--- src/rtl/hwbrk_pkg.sv ---
package hwbrk_pkg;

  localparam int unsigned COND_W  = 3;
  localparam int unsigned SPACE_W = 2;

  typedef enum logic [COND_W-1:0] {
    COND_OFF  = 3'b000,
    COND_EXEC = 3'b001,
    COND_WR   = 3'b010,
    COND_RD   = 3'b011,
    COND_WRD  = 3'b100,
    COND_RDD  = 3'b101
  } cond_e;

  localparam logic [SPACE_W-1:0] SPACE_RSVD = 2'b11;

  // register map (word addresses)
  localparam logic [4:0] REG_STATUS = 5'h10;
  localparam logic [4:0] REG_CTRL   = 5'h11;

  // config register field positions
  localparam int unsigned CFG_COND_LSB  = 8;
  localparam int unsigned CFG_SPACE_LSB = 12;

endpackage

--- src/rtl/hwbrk_slot.sv ---
module hwbrk_slot
  import hwbrk_pkg::*;
#(
  parameter int unsigned AW = 16,
  parameter int unsigned DW = 8
) (
  input  logic               clk,
  input  logic               rst_n,
  input  logic               addr_we,
  input  logic               cfg_we,
  input  logic [AW-1:0]      addr_wval,
  input  logic [SPACE_W-1:0] space_wval,
  input  logic [COND_W-1:0]  cond_wval,
  input  logic [DW-1:0]      data_wval,
  output logic [AW-1:0]      addr_q,
  output logic [SPACE_W-1:0] space_q,
  output logic [COND_W-1:0]  cond_q,
  output logic [DW-1:0]      data_q,
  input  logic               fetch_valid,
  input  logic [AW-1:0]      fetch_pc,
  input  logic               acc_valid,
  input  logic               acc_write,
  input  logic [SPACE_W-1:0] acc_space,
  input  logic [AW-1:0]      acc_addr,
  input  logic [DW-1:0]      acc_data,
  output logic               exec_hit,
  output logic               data_hit
);

  logic [AW-1:0]      addr_d;
  logic [SPACE_W-1:0] space_d;
  logic [COND_W-1:0]  cond_d;
  logic [DW-1:0]      data_d;
  logic               loc_ok;
  logic               val_ok;

  // next-state for configuration
  always_comb begin
    addr_d  = addr_q;
    space_d = space_q;
    cond_d  = cond_q;
    data_d  = data_q;
    if (addr_we) begin
      addr_d = addr_wval;
    end
    if (cfg_we) begin
      space_d = space_wval;
      cond_d  = cond_wval;
      data_d  = data_wval;
    end
  end

  always_ff @(posedge clk or negedge rst_n) begin
    if (!rst_n) begin
      addr_q  <= '0;
      space_q <= '0;
      cond_q  <= '0;
      data_q  <= '0;
    end else begin
      addr_q  <= addr_d;
      space_q <= space_d;
      cond_q  <= cond_d;
      data_q  <= data_d;
    end
  end

  // comparators
  always_comb begin
    loc_ok   = acc_valid && (acc_space == space_q) && (space_q != SPACE_RSVD)
               && (acc_addr == addr_q);
    val_ok   = (acc_data == data_q);
    exec_hit = 1'b0;
    data_hit = 1'b0;
    case (cond_q)
      COND_EXEC: exec_hit = fetch_valid && (fetch_pc == addr_q);
      COND_WR:   data_hit = loc_ok && acc_write;
      COND_RD:   data_hit = loc_ok && !acc_write;
      COND_WRD:  data_hit = loc_ok && acc_write && val_ok;
      COND_RDD:  data_hit = loc_ok && !acc_write && val_ok;
      default:   ;
    endcase
  end

  // a disarmed slot stays silent
  p_off_silent_r5: assert property (@(posedge clk) disable iff (!rst_n)
    (cond_q == COND_OFF) |-> (!exec_hit && !data_hit));

  // a data hit needs a live access strobe
  p_hit_needs_strobe_r3: assert property (@(posedge clk) disable iff (!rst_n)
    data_hit |-> acc_valid);

endmodule

--- src/rtl/hwbrk_ctrl.sv ---
module hwbrk_ctrl #(
  parameter int unsigned NUM_SLOTS = 4
) (
  input  logic                 clk,
  input  logic                 rst_n,
  input  logic                 fetch_valid,
  input  logic [NUM_SLOTS-1:0] exec_hits,
  input  logic [NUM_SLOTS-1:0] data_hits,
  input  logic                 resume,
  input  logic [NUM_SLOTS-1:0] clr_mask,
  output logic                 halt,
  output logic                 fetch_stall,
  output logic [NUM_SLOTS-1:0] status
);

  logic                 halt_q, halt_d;
  logic                 pend_q, pend_d;
  logic                 skip_q, skip_d;
  logic [NUM_SLOTS-1:0] status_q, status_d;
  logic                 exec_gate;
  logic [NUM_SLOTS-1:0] exec_new, data_new, new_hits;
  logic                 stop_now;

  always_comb begin
    exec_gate = !halt_q && !skip_q;
    exec_new  = exec_hits & {NUM_SLOTS{exec_gate}};
    data_new  = data_hits & {NUM_SLOTS{!halt_q}};
    new_hits  = exec_new | data_new;
    stop_now  = fetch_valid && !halt_q && (pend_q || (|exec_new));

    halt_d = halt_q;
    if (resume)        halt_d = 1'b0;
    else if (stop_now) halt_d = 1'b1;

    pend_d = pend_q;
    if (resume)          pend_d = 1'b0;
    else if (|data_new)  pend_d = 1'b1;
    else if (stop_now)   pend_d = 1'b0;

    skip_d = skip_q;
    if (resume)                        skip_d = 1'b1;
    else if (fetch_valid && !halt_q)   skip_d = 1'b0;

    status_d = (status_q & ~clr_mask) | new_hits;
  end

  always_ff @(posedge clk or negedge rst_n) begin
    if (!rst_n) begin
      halt_q   <= 1'b0;
      pend_q   <= 1'b0;
      skip_q   <= 1'b0;
      status_q <= '0;
    end else begin
      halt_q   <= halt_d;
      pend_q   <= pend_d;
      skip_q   <= skip_d;
      status_q <= status_d;
    end
  end

  assign halt        = halt_q;
  assign fetch_stall = halt_q || stop_now;
  assign status      = status_q;

  // halt holds until resume
  p_halt_hold_r7: assert property (@(posedge clk) disable iff (!rst_n)
    (halt_q && !resume) |=> halt_q);

  // resume releases
  p_resume_release_r7: assert property (@(posedge clk) disable iff (!rst_n)
    resume |=> !halt_q);

  // an armed execute match halts on the next cycle
  p_exec_halts_r2: assert property (@(posedge clk) disable iff (!rst_n)
    (fetch_valid && (|exec_hits) && !halt_q && !skip_q && !resume) |=> halt_q);

  // a pending data match halts at the next fetch
  p_boundary_r6: assert property (@(posedge clk) disable iff (!rst_n)
    (fetch_valid && pend_q && !halt_q && !resume) |=> halt_q);

  // recorded hits appear in status
  p_record_r9: assert property (@(posedge clk) disable iff (!rst_n)
    (|new_hits) |=> ((status_q & $past(new_hits)) == $past(new_hits)));

  // the fetch right after resume never stops on an execute match
  p_skip_r8: assert property (@(posedge clk) disable iff (!rst_n)
    (skip_q && !pend_q && fetch_valid && !halt_q && !resume) |=> !halt_q);

endmodule

--- src/rtl/hwbrk_unit.sv ---
module hwbrk_unit
  import hwbrk_pkg::*;
#(
  parameter int unsigned NUM_SLOTS = 4,
  parameter int unsigned ADDR_W    = 16,
  parameter int unsigned DATA_W    = 8,
  parameter int unsigned REG_AW    = 5,
  parameter int unsigned REG_DW    = 16
) (
  input  logic              clk,
  input  logic              rst_n,
  input  logic              fetch_valid,
  input  logic [ADDR_W-1:0] fetch_pc,
  input  logic              acc_valid,
  input  logic              acc_write,
  input  logic [1:0]        acc_space,
  input  logic [ADDR_W-1:0] acc_addr,
  input  logic [DATA_W-1:0] acc_data,
  input  logic              reg_we,
  input  logic [REG_AW-1:0] reg_addr,
  input  logic [REG_DW-1:0] reg_wdata,
  output logic [REG_DW-1:0] reg_rdata,
  output logic              halt,
  output logic              fetch_stall
);

  localparam int unsigned IDX_W = (NUM_SLOTS > 1) ? $clog2(NUM_SLOTS) : 1;

  // reset: asynchronous assert, synchronous release
  logic rst_meta_q, rst_sync_q;
  always_ff @(posedge clk or negedge rst_n) begin
    if (!rst_n) begin
      rst_meta_q <= 1'b0;
      rst_sync_q <= 1'b0;
    end else begin
      rst_meta_q <= 1'b1;
      rst_sync_q <= rst_meta_q;
    end
  end

  logic                 slot_sel;
  logic [IDX_W-1:0]     slot_idx;
  logic                 status_we, ctrl_we, resume;
  logic [NUM_SLOTS-1:0] clr_mask;
  logic [NUM_SLOTS-1:0] exec_hits, data_hits, status;

  logic [ADDR_W-1:0]  s_addr  [NUM_SLOTS];
  logic [SPACE_W-1:0] s_space [NUM_SLOTS];
  logic [COND_W-1:0]  s_cond  [NUM_SLOTS];
  logic [DATA_W-1:0]  s_data  [NUM_SLOTS];

  always_comb begin
    slot_idx  = reg_addr[IDX_W:1];
    slot_sel  = (reg_addr[REG_AW-1:IDX_W+1] == '0) && (32'(slot_idx) < NUM_SLOTS);
    status_we = reg_we && (reg_addr == REG_STATUS);
    ctrl_we   = reg_we && (reg_addr == REG_CTRL);
    resume    = ctrl_we && reg_wdata[0];
    clr_mask  = status_we ? reg_wdata[NUM_SLOTS-1:0] : '0;
  end

  for (genvar g = 0; g < NUM_SLOTS; g++) begin : g_slot
    logic hit_sel;
    assign hit_sel = reg_we && slot_sel && (32'(slot_idx) == g);

    hwbrk_slot #(.AW(ADDR_W), .DW(DATA_W)) u_slot (
      .clk        (clk),
      .rst_n      (rst_sync_q),
      .addr_we    (hit_sel && !reg_addr[0]),
      .cfg_we     (hit_sel && reg_addr[0]),
      .addr_wval  (reg_wdata[ADDR_W-1:0]),
      .space_wval (reg_wdata[CFG_SPACE_LSB +: SPACE_W]),
      .cond_wval  (reg_wdata[CFG_COND_LSB +: COND_W]),
      .data_wval  (reg_wdata[DATA_W-1:0]),
      .addr_q     (s_addr[g]),
      .space_q    (s_space[g]),
      .cond_q     (s_cond[g]),
      .data_q     (s_data[g]),
      .fetch_valid(fetch_valid),
      .fetch_pc   (fetch_pc),
      .acc_valid  (acc_valid),
      .acc_write  (acc_write),
      .acc_space  (acc_space),
      .acc_addr   (acc_addr),
      .acc_data   (acc_data),
      .exec_hit   (exec_hits[g]),
      .data_hit   (data_hits[g])
    );
  end

  hwbrk_ctrl #(.NUM_SLOTS(NUM_SLOTS)) u_ctrl (
    .clk        (clk),
    .rst_n      (rst_sync_q),
    .fetch_valid(fetch_valid),
    .exec_hits  (exec_hits),
    .data_hits  (data_hits),
    .resume     (resume),
    .clr_mask   (clr_mask),
    .halt       (halt),
    .fetch_stall(fetch_stall),
    .status     (status)
  );

  // register read mux
  always_comb begin
    reg_rdata = '0;
    if (reg_addr == REG_STATUS) begin
      reg_rdata[NUM_SLOTS-1:0] = status;
      reg_rdata[NUM_SLOTS]     = halt;
    end else if (slot_sel) begin
      for (int i = 0; i < NUM_SLOTS; i++) begin
        if (32'(slot_idx) == i) begin
          if (reg_addr[0]) begin
            reg_rdata[DATA_W-1:0]                  = s_data[i];
            reg_rdata[CFG_COND_LSB +: COND_W]      = s_cond[i];
            reg_rdata[CFG_SPACE_LSB +: SPACE_W]    = s_space[i];
          end else begin
            reg_rdata[ADDR_W-1:0] = s_addr[i];
          end
        end
      end
    end
  end

  // while halted, the stall is held and status cannot gain bits
  p_halt_stalls_r10: assert property (@(posedge clk) disable iff (!rst_sync_q)
    (halt && !resume) |=> ((status & ~$past(status)) == '0));

endmodule

--- config.mk ---
export PLATFORM = sky130hd
export DESIGN_NAME = hwbrk_unit
export DESIGN_NICKNAME = d
export VERILOG_FILES = /design/src/rtl/hwbrk_pkg.sv /design/src/rtl/hwbrk_slot.sv /design/src/rtl/hwbrk_ctrl.sv /design/src/rtl/hwbrk_unit.sv
export SDC_FILE = /design/constraint.sdc
export NUM_CORES = 1
export LEC_CHECK = 0
export BUFFER_PORTS_ARGS = -buffer_cell sky130_fd_sc_hd__buf_4
export CAP_MARGIN = 20
export CORE_ASPECT_RATIO = 1.2
export CORE_UTILIZATION = 35
export DETAILED_ROUTE_END_ITERATION = 7
export SLEW_MARGIN = 40
export SYNTH_ARGS = -nofsm -noshare
export SYNTH_HDL_FRONTEND = slang
export SYNTH_SLANG_ARGS = --single-unit
--- constraint.sdc ---
create_clock -name clk -period 5.45 [get_ports clk]
set_input_delay 0.545 -clock clk [delete_from_list [all_inputs] [get_ports clk]]
set_output_delay 0.545 -clock clk [all_outputs]
set_load 0.005 [all_outputs]
==> flow_metrics.tcl, run 1 <==
set metrics [dict create \
    status "completed" \
    period_needed_ps 3220 \
    p_switching_mw 1.09 \
    drv_cap 0 \
    io_buffers 86 \
    cts_resized 0 \
    drive_gt1_share_pct 34.3 \
    mostFrequentLayoutCell "dfrtp_1" \
    power_frac_seq_pct 41.6 \
    placeableCoreArea_sq_um 21700 \
    crit_fanout 4 \
    grt_use_total_pct 25.4 \
    clk_pin_slew_ps 60 \
    dp_hpwl_um 20500 \
    seq_area_frac_synth_pct 40.5 \
    rsz0062_at_grt "false" \
    swShare_pct 32.7 \
    final_cell_mix "124 x dfrtp_1, 123 x mux2_2, 113 x xor2_1, 89 x buf_4, 55 x xnor2_1" \
    avgViaCountPerCell 5.66 \
    antenna_left 0 \
    relSlewSlack_pct 45.0 \
    max_freq_ghz 0.310 \
    ys_warn_count 0 \
    setup_viol 0 \
    drv_slew 0 \
    clock-sinks 125 \
    grt-ovfl-total 0 \
    synth_top_area_cell "dfrtp_1" \
    area_growth_pct 20.9 \
    fillers 2116 \
    io_pins 87 \
    die_x_um 138 \
    synth_fp_nets 759 \
    die-area_sq_um 22700 \
    synth_top_cell_area_share_pct 40.5 \
    reg2reg_depth 6 \
    netlist_area_sq_um 7730 \
    finalClockSkew_ps 8.42 \
    synth_cells 690 \
    worst_ir_drop_vdd_mv 0.164 \
    p_per_area_nw_per_um2 357 \
    syn-mean-instance-area_sq_um 11.2 \
    ff_latch_area_sq_um 3130 \
    route.detailed.drc 0 \
    synth-seq-cells 125 \
    p_clk_share_pct 36.0 \
    firstDrtPassIters 6 \
    grt_max_degree 56 \
    synth_edf_count 0 \
    wl_um 27100 \
    ys.flop_type "dfrtp_1" \
    ys_async_sr_fraction_pct 100 \
    setup_tns_ps 0 \
    gp_congestion 0.955 \
    p_leak_nw 4.09 \
    wl_per_cell_um 25.4 \
    final.period_utilization_pct 59.1 \
    cts_tree "built" \
    internal_power_mw 2.24 \
    start_util_pct 35.6 \
    cp-start-kind "flip-flop" \
    r2r_slack_ps 3110 \
    multiInputGateArea_sq_um 4490 \
    numCtsBuffers 17 \
    synth_cell_types 49 \
    postLayoutCellArea_sq_um 9340 \
    cts_setup_buffers 0 \
    grt_antenna_before_repair 0 \
    grt_pass1_wl_um 40400 \
    holdBufCountCts 1 \
    required_ps 4910 \
    h-tree-depth 4 \
    arrival_ps 2680 \
    dr.first_iter.drc_count 546 \
    path_class "reg -> out" \
    diodes 0 \
    power_frac_comb_pct 22.4 \
    yosys-top-cells-area "dfrtp_1 40%, mux2_2 18%, xor2_1 13%" \
    dpl_cell_area_sq_um 8710 \
    num_vias 6033 \
    cts_root_buf "clkbuf_16" \
    r2r-start "g_slot[3].u_slot.addr_q[2]" \
    cp-end-kind "output port" \
    startpoint "g_slot[2].u_slot.addr_q[1]" \
    hold_viol 0 \
    clockBufferDepth 2 \
    nNetsFinal 847 \
    worstMarginPinSlew_ps 817 \
    fp-row-count 59 \
    clock_latency_ps 430 \
    dieHeight_um 165 \
    min_path_type "reg -> async" \
    grt_pass1_vias 6165 \
]
## critical path: stages (launching register included)
cell	delay, ps
dfrtp_1	480
xor2_1	200
nor4_1	290
nand3_1	130
nor4_1	720
o41ai_1	210
nand2_1	110
buf_4	110
## power groups by stage
stage	sequential (mW)	combinational, mW	clock (mW)
after CTS	1.38	0.745	1.21
after detailed placement	1.39	0.737	0
after global placement	1.39	0.722	0
final	1.39	0.747	1.20
after global routing	1.40	0.808	1.25
after floorplan	1.28	0.506	0
## final timing paths
check                                                   end
worst max-delay path                            fetch_stall
worst min-delay path             g_slot[0].u_slot.data_q[4]
worst max register to register                u_ctrl.pend_q
worst min register to register   g_slot[0].u_slot.data_q[4]
max in group asynchronous       g_slot[2].u_slot.addr_q[11]
min in group clk                                 rst_sync_q
## cell usage after synthesis, types with 2 or more instances
| cell type | instances |
|---|---|
| nand4_1 | 17 |
| xor2_1 | 113 |
| o22a_1 | 2 |
| a211oi_1 | 6 |
| mux2_2 | 123 |
| a221oi_1 | 2 |
| inv_1 | 6 |
| nor3_1 | 4 |
| a31oi_1 | 2 |
| nor4_1 | 28 |
| clkbuf_1 | 11 |
| nand3_1 | 12 |
| nor4b_1 | 2 |
| buf_2 | 11 |
| o21ai_0 | 32 |
| mux2i_1 | 9 |
| nand2b_1 | 8 |
| nor2b_1 | 6 |
| buf_1 | 3 |
| nor2_1 | 21 |
| nand2_1 | 29 |
| xnor2_1 | 55 |
| mux4_2 | 12 |
| dfrtp_1 | 125 |
| or2_2 | 4 |
| o22ai_1 | 9 |
| nor3b_1 | 2 |
| a21oi_1 | 15 |
## cell families (layout without fill, tap and decap cells)
group	Yosys count	in the layout	synth area share, %
AO/OA/AOI/OAI	79	79	6.25
XOR/XNOR	168	168	19.0
buffers and inverters	31	132	1.68
flip-flops	125	125	40.5
multiplexers	144	144	22.6
other	1	1	0.0485
AND/OR/NAND/NOR	142	142	9.91
## final cells by class
cell class / instances / share of cell area, %
inverter: 6 / 0.241
sequential: 125 / 33.5
timing repair buffer: 94 / 7.84
clock inverter: 14 / 1.96
clock buffer: 18 / 4.70
tap: 274 / 3.67
multi-input combinational: 534 / 48.1
## registers in the layout, indices dropped and copies added, names as in the netlist
signal,cells
rst_meta_q,1
g_slot.u_slot.cond_q,12
g_slot.u_slot.data_q,32
u_ctrl.pend_q,1
g_slot.u_slot.space_q,8
u_ctrl.skip_q,1
u_ctrl.status,4
g_slot.u_slot.addr_q,64
rst_sync_q,1
u_ctrl.halt,1
## layer usage
layer	part of all wire (%)	vias up	global-route usage [%]
met1	41	3063	32.0
met3	5.4	56	3.84
met5	0	-	0
li1	-	2669	-
met4	5.0	0	14.5
met2	49	245	41.1
## through the flow
step	hold slack [ps]	utilization [%]	power [mW]	worst slack [ps]	instances
floorplan	249	-	1.78	1710	690
global placement	328	39.8	2.12	2330	1027
detailed placement	296	40.1	2.13	2530	1032
CTS	303	43.0	3.33	2270	1065
global route	328	43.0	3.46	2190	1065
finish	287	43.0	3.33	2230	1065
Note: power is estimated with default switching activity, not from simulation.
==> inputs of run 2 (changes only) <==
clock period = 2.78 ns   (was 5.45 ns; I/O delays follow)
==> run 2 against run 1 <==
Compared with the run above: clock power rose by 88%; power rose by 94%; sequential power rose by 94%; register-to-register slack got worse by 2500 ps; setup slack got worse by 2100 ps; combinational power rose by 100%; sequential share of layout area fell by 0.17 points; critical path depth did not move; final area rose by 0.50%; first-iteration DRC count rose by 5.5%; count of clock-buffer cells in the layout rose by 3; worst hold slack got worse by 180 ps; critical path type unchanged; critical endpoint unchanged; largest power group unchanged.
==> flow_metrics.tcl, run 2 (synthesis gave the netlist of run 1 again) <==
set metrics [dict create \
    place_ws_ps 412 \
    final_cell_mix "124 x dfrtp_1, 123 x mux2_2, 113 x xor2_1, 103 x buf_4, 55 x xnor2_1" \
    relSlewSlack_pct 55.6 \
    setup_viol 0 \
    numCtsBuffers 17 \
    grt-ovfl-total 0 \
    r2r_slack_ps 610 \
    placeableCoreArea_sq_um 21700 \
    min_path_type "in -> reg" \
    r2r-end "u_ctrl.pend_q" \
    clock-sinks 125 \
    p_per_area_nw_per_um2 689 \
    internal_power_mw 4.37 \
    drive_gt1_share_pct 34.6 \
    largest_reg_flops 64 \
    fin_ws_ps 113 \
    drv_cap 0 \
    h-tree-depth 4 \
    fp-row-count 59 \
    swShare_pct 32.5 \
    diodes 0 \
    clock_latency_ps 430 \
    cp-start-kind "flip-flop" \
    die-area_sq_um 22700 \
    nNetsFinal 859 \
    p_switching_mw 2.10 \
    avgViaCountPerCell 5.72 \
    slowest_stage "dfrtp_1" \
    mostFrequentLayoutCell "dfrtp_1" \
    cts_setup_buffers 0 \
    gp_congestion 0.987 \
    max_freq_ghz 0.375 \
    worst_ir_drop_vdd_mv 0.339 \
    wl_um 27700 \
    finalClockSkew_ps 12.6 \
    setup_tns_ps 0 \
    wl_per_cell_um 25.8 \
    power_frac_comb_pct 23.5 \
    required_ps 2500 \
    clockBufferDepth 2 \
    p_total_mw 6.47 \
    final.period_utilization_pct 95.9 \
    firstDrtPassIters 5 \
    start_util_pct 35.6 \
    cp_cell_sequence "xor2_1 > nor4_1 > nand3_1 > o22ai_1 > o41ai_1 > nand2_1 > buf_4" \
    io_pins 87 \
    power_frac_seq_pct 41.6 \
    grt_use_total_pct 25.8 \
    route.detailed.drc 0 \
    p_leak_nw 4.12 \
    io_buffers 86 \
    fin_cells 1077 \
    arrival_ps 2390 \
    cts_tree "built" \
    reg2reg_depth 5 \
    rsz0062_at_grt "false" \
    startpoint "g_slot[1].u_slot.addr_q[5]" \
    grt_antenna_before_repair 0 \
    dp_hpwl_um 21200 \
    p_clk_share_pct 34.9 \
    dpl.cell_count 1044 \
    crit_fanout 4 \
    path_class "reg -> out" \
    drv_slew 0 \
    clk_pin_slew_ps 60 \
    dpl_cell_area_sq_um 8780 \
    grt_pass1_vias 6225 \
    crit_path_end "fetch_stall" \
    status "completed" \
    grt_pass1_wl_um 40800 \
    regMostFlops "g_slot.u_slot.addr_q" \
    die_x_um 138 \
    worstMarginPinSlew_ps 666 \
    period_needed_ps 2670 \
    dr.first_iter.drc_count 576 \
    dieHeight_um 165 \
    cp-end-kind "output port" \
    max_stage_delay_ps 490 \
    hold_viol 0 \
    num_vias 6161 \
    cts_root_buf "clkbuf_16" \
    grt_max_degree 46 \
    antenna_left 0 \
    biggestRegsByFlops "g_slot.u_slot.addr_q x64, g_slot.u_slot.data_q x32, g_slot.u_slot.cond_q x12" \
    r2r-start "g_slot[1].u_slot.addr_q[4]" \
    area_growth_pct 21.5 \
    postLayoutCellArea_sq_um 9390 \
]
run 2: power groups by stage:
stage / Combinational [mW] / Clock (mW) / Sequential (mW)
after floorplan: 0.992 / 0 / 2.51
after global placement: 1.50 / 0 / 2.69
after detailed placement: 1.50 / 0 / 2.70
after CTS: 1.51 / 2.28 / 2.67
after global routing: 1.63 / 2.36 / 2.72
final: 1.52 / 2.26 / 2.69
run 2: final cells by class:
cell class / instances / area (sq um)
fillers: 2124 / 12300
multi-input cells: 534 / 4480
flip-flops and latches: 125 / 3130
repair buffers: 106 / 823
clock buffers: 21 / 440
well taps: 274 / 343
clock inverters: 11 / 144
inverters: 6 / 22.5
run 2: worst min path at each step:
| stage | depth (start not counted) | from | slack [ps] | end |
|---|---|---|---|---|
| floorplan | 0 | rst_n | -20 | rst_meta_q |
| global placement | 1 | rst_n | 60 | rst_meta_q |
| detailed placement | 1 | rst_n | 60 | rst_meta_q |
| CTS | 2 | reg_wdata[15] | 110 | g_slot[2].u_slot.addr_q[15] |
| global route | 2 | reg_wdata[11] | 110 | g_slot[1].u_slot.addr_q[11] |
| finish | 2 | reg_wdata[15] | 110 | g_slot[2].u_slot.addr_q[15] |
run 2: layer usage:
| layer | GRT usage, % | vias up | wire length, um |
|---|---|---|---|
| met5 | 0 | - | 0 |
| met4 | 11.5 | 0 | 1100 |
| met3 | 4.39 | 59 | 1640 |
| met2 | 43.5 | 294 | 13800 |
| met1 | 32.0 | 3117 | 11200 |
| li1 | - | 2691 | - |
run 2: stage by stage:
stage | hold slack (ps) | utilization [%]
2_1_floorplan | -17.6 | -
3_3_place_gp | 60.8 | 40.5
3_5_place_dp | 62.1 | 40.5
4_1_cts | 106 | 43.2
5_1_grt | 113 | 43.2
6_report | 109 | 43.2
run 2: worst max-delay path: cells and delay by family, from the launching register on:
family	cells	cell delay [ps]
simple gates	3	810
flops	1	490
compound gates	2	370
xor+xnor	1	190
buf+inv	1	110
run 2: timing repair:
| action | in CTS | in global routing |
|---|---|---|
| resized for setup | 0 | 1 |
| setup endpoints to repair | 0 | 1 |
| endpoints found under the hold margin | 2 | 0 |
| hold buffers | 1 | 0 |
==> inputs of run 3 (changes only) <==
clock period = 3 ns   (was 2.78 ns; I/O delays follow)
==> run 3 against run 2 <==
Compared with the run above: setup slack better by 17 ps; final area is 0.68% lower; sequential share of layout area is 0.23 points higher; flip-flop and latch count stayed put; critical path type unchanged.
==> flow_metrics.tcl, run 3 (synthesis gave the netlist of run 1 again) <==
set metrics [dict create \
    status "completed" \
    wl_per_cell_um 25.7 \
    holdWs_ps 119 \
    dpl_cell_area_sq_um 8730 \
    relSlewSlack_pct 52.1 \
    worst_ir_drop_vdd_mv 0.346 \
    holdPathStages 2 \
    setup_tns_ps 0 \
    cts_resized 0 \
    die-area_sq_um 22700 \
    final_cell_mix "124 x dfrtp_1, 123 x mux2_2, 113 x xor2_1, 99 x buf_4, 55 x xnor2_1" \
    dpl.cell_count 1039 \
    hold_viol 0 \
    gp_congestion 0.993 \
    num_vias 6106 \
    route.detailed.drc 0 \
    worstMarginPinSlew_ps 700 \
    dieHeight_um 165 \
    rsz0062_at_grt "false" \
    dr.first_iter.drc_count 535 \
    slowest_stage "nor4_1" \
    diodes 0 \
    cts_setup_buffers 0 \
    period_needed_ps 2870 \
    reg2reg_depth 6 \
    clock_latency_ps 440 \
    biggestRegsByFlops "g_slot.u_slot.addr_q x64, g_slot.u_slot.data_q x32, g_slot.u_slot.cond_q x12" \
    mostFrequentLayoutCell "dfrtp_1" \
    die_x_um 138 \
    regMostFlops "g_slot.u_slot.addr_q" \
    cts_tree "built" \
    drv_cap 0 \
    grt_pass1_vias 6260 \
    io_buffers 86 \
    arrival_ps 2570 \
    dr.max_layer_used "met4" \
    clk_pin_slew_ps 70 \
    grt_antenna_before_repair 0 \
    avgViaCountPerCell 5.70 \
    finalClockSkew_ps 9.72 \
    fp-row-count 59 \
    cts_root_buf "clkbuf_16" \
    dp_hpwl_um 21000 \
    drive_gt1_share_pct 34.6 \
    max_freq_ghz 0.349 \
    max_stage_delay_ps 570 \
    crit_fanout 4 \
    largest_reg_flops 64 \
    wl_met1_um 11400 \
    cp-end-kind "output port" \
    fillers 2102 \
    min_path_type "in -> reg" \
    grt-ovfl-total 0 \
    io_pins 87 \
    p_leak_nw 4.10 \
    postLayoutCellArea_sq_um 9320 \
    start_util_pct 35.6 \
    grt_use_total_pct 25.9 \
    met3_length_um 1460 \
    path_class "reg -> out" \
    final_util_pct 42.9 \
    p_total_mw 5.96 \
    placeableCoreArea_sq_um 21700 \
    clockBufferDepth 2 \
    cp_cell_sequence "xor2_1 > nor4_1 > nand3_1 > nor4_1 > o41ai_1 > nand2_1 > buf_4" \
    final.period_utilization_pct 95.6 \
    fin_ws_ps 131 \
    place_ws_ps 557 \
    area_growth_pct 20.6 \
    antenna_left 0 \
    crit_top_cell "nor4_1" \
    cp-start-kind "flip-flop" \
    grt_pass1_wl_um 41100 \
    grt_max_degree 59 \
    firstDrtPassIters 5 \
    fin_cells 1072 \
    p_per_area_nw_per_um2 639 \
    numCtsBuffers 17 \
    h-tree-depth 4 \
    nNetsFinal 854 \
    setup_viol 0 \
    wl_um 27600 \
    wl_met2_um 13600 \
    drv_slew 0 \
    required_ps 2700 \
    clock-sinks 125 \
]
==> run 3: changes by cell type in the layout (fill, tap and decap cells not counted), moves of 2 or more <==
cell,change
buf_4,-4
inv_8,+2
clkinv_4,+3
clkinvlp_4,-2
clkbuf_1,-4
bufinv_16,-2
clkinv_2,-2
inv_6,+5
==> run 3: timing repair <==
action                     CTS  global route
setup endpoints to repair    0             0
hold endpoints to repair     2             0
hold buffers                 1             0
==> run 3: layout make-up <==
cell class | instances | area [sq um] | share of cell area (%)
Clock buffer | 17 | 425 | 4.56
Inverter | 6 | 22.5 | 0.242
Timing Repair Buffer | 101 | 773 | 8.30
Tap cell | 274 | 343 | 3.68
Clock inverter | 15 | 151 | 1.62
Multi-Input combinational cell | 534 | 4470 | 48.0
Sequential cell | 125 | 3130 | 33.6
==> run 3: final timing paths <==
path	from	endpoint	slack (ps)
min in group asynchronous	rst_n	rst_sync_q	170
max in group asynchronous	rst_sync_q	g_slot[0].u_slot.addr_q[11]	1870
worst max register to register	g_slot[3].u_slot.addr_q[2]	u_ctrl.pend_q	720
worst min register to register	rst_meta_q	rst_sync_q	350
worst min-delay path	reg_wdata[15]	g_slot[0].u_slot.addr_q[15]	120
worst max-delay path	g_slot[2].u_slot.addr_q[2]	fetch_stall	130
==> run 3: power by group <==
part	total (mW)	internal, mW	switching [mW]
combinational	1.38	0.734	0.648
sequential	2.50	2.00	0.506
clock	2.07	1.17	0.908
total	5.96	3.90	2.06
==> run 3: critical path: cells and delay by family, from the launching register on <==
family | cells | cell delay, ps
and+or+nand+nor | 4 | 1090
xor gates and xnor gates | 1 | 210
buffers and inverters | 1 | 110
AOI/OAI and AO/OA | 1 | 220
DFF | 1 | 500
==> run 3: routing by layer <==
layer	vias to the layer above	global-route usage, %
li1	2686	-
met1	3123	32.8
met2	239	42.9
met3	58	3.81
met4	0	12.5
met5	-	0
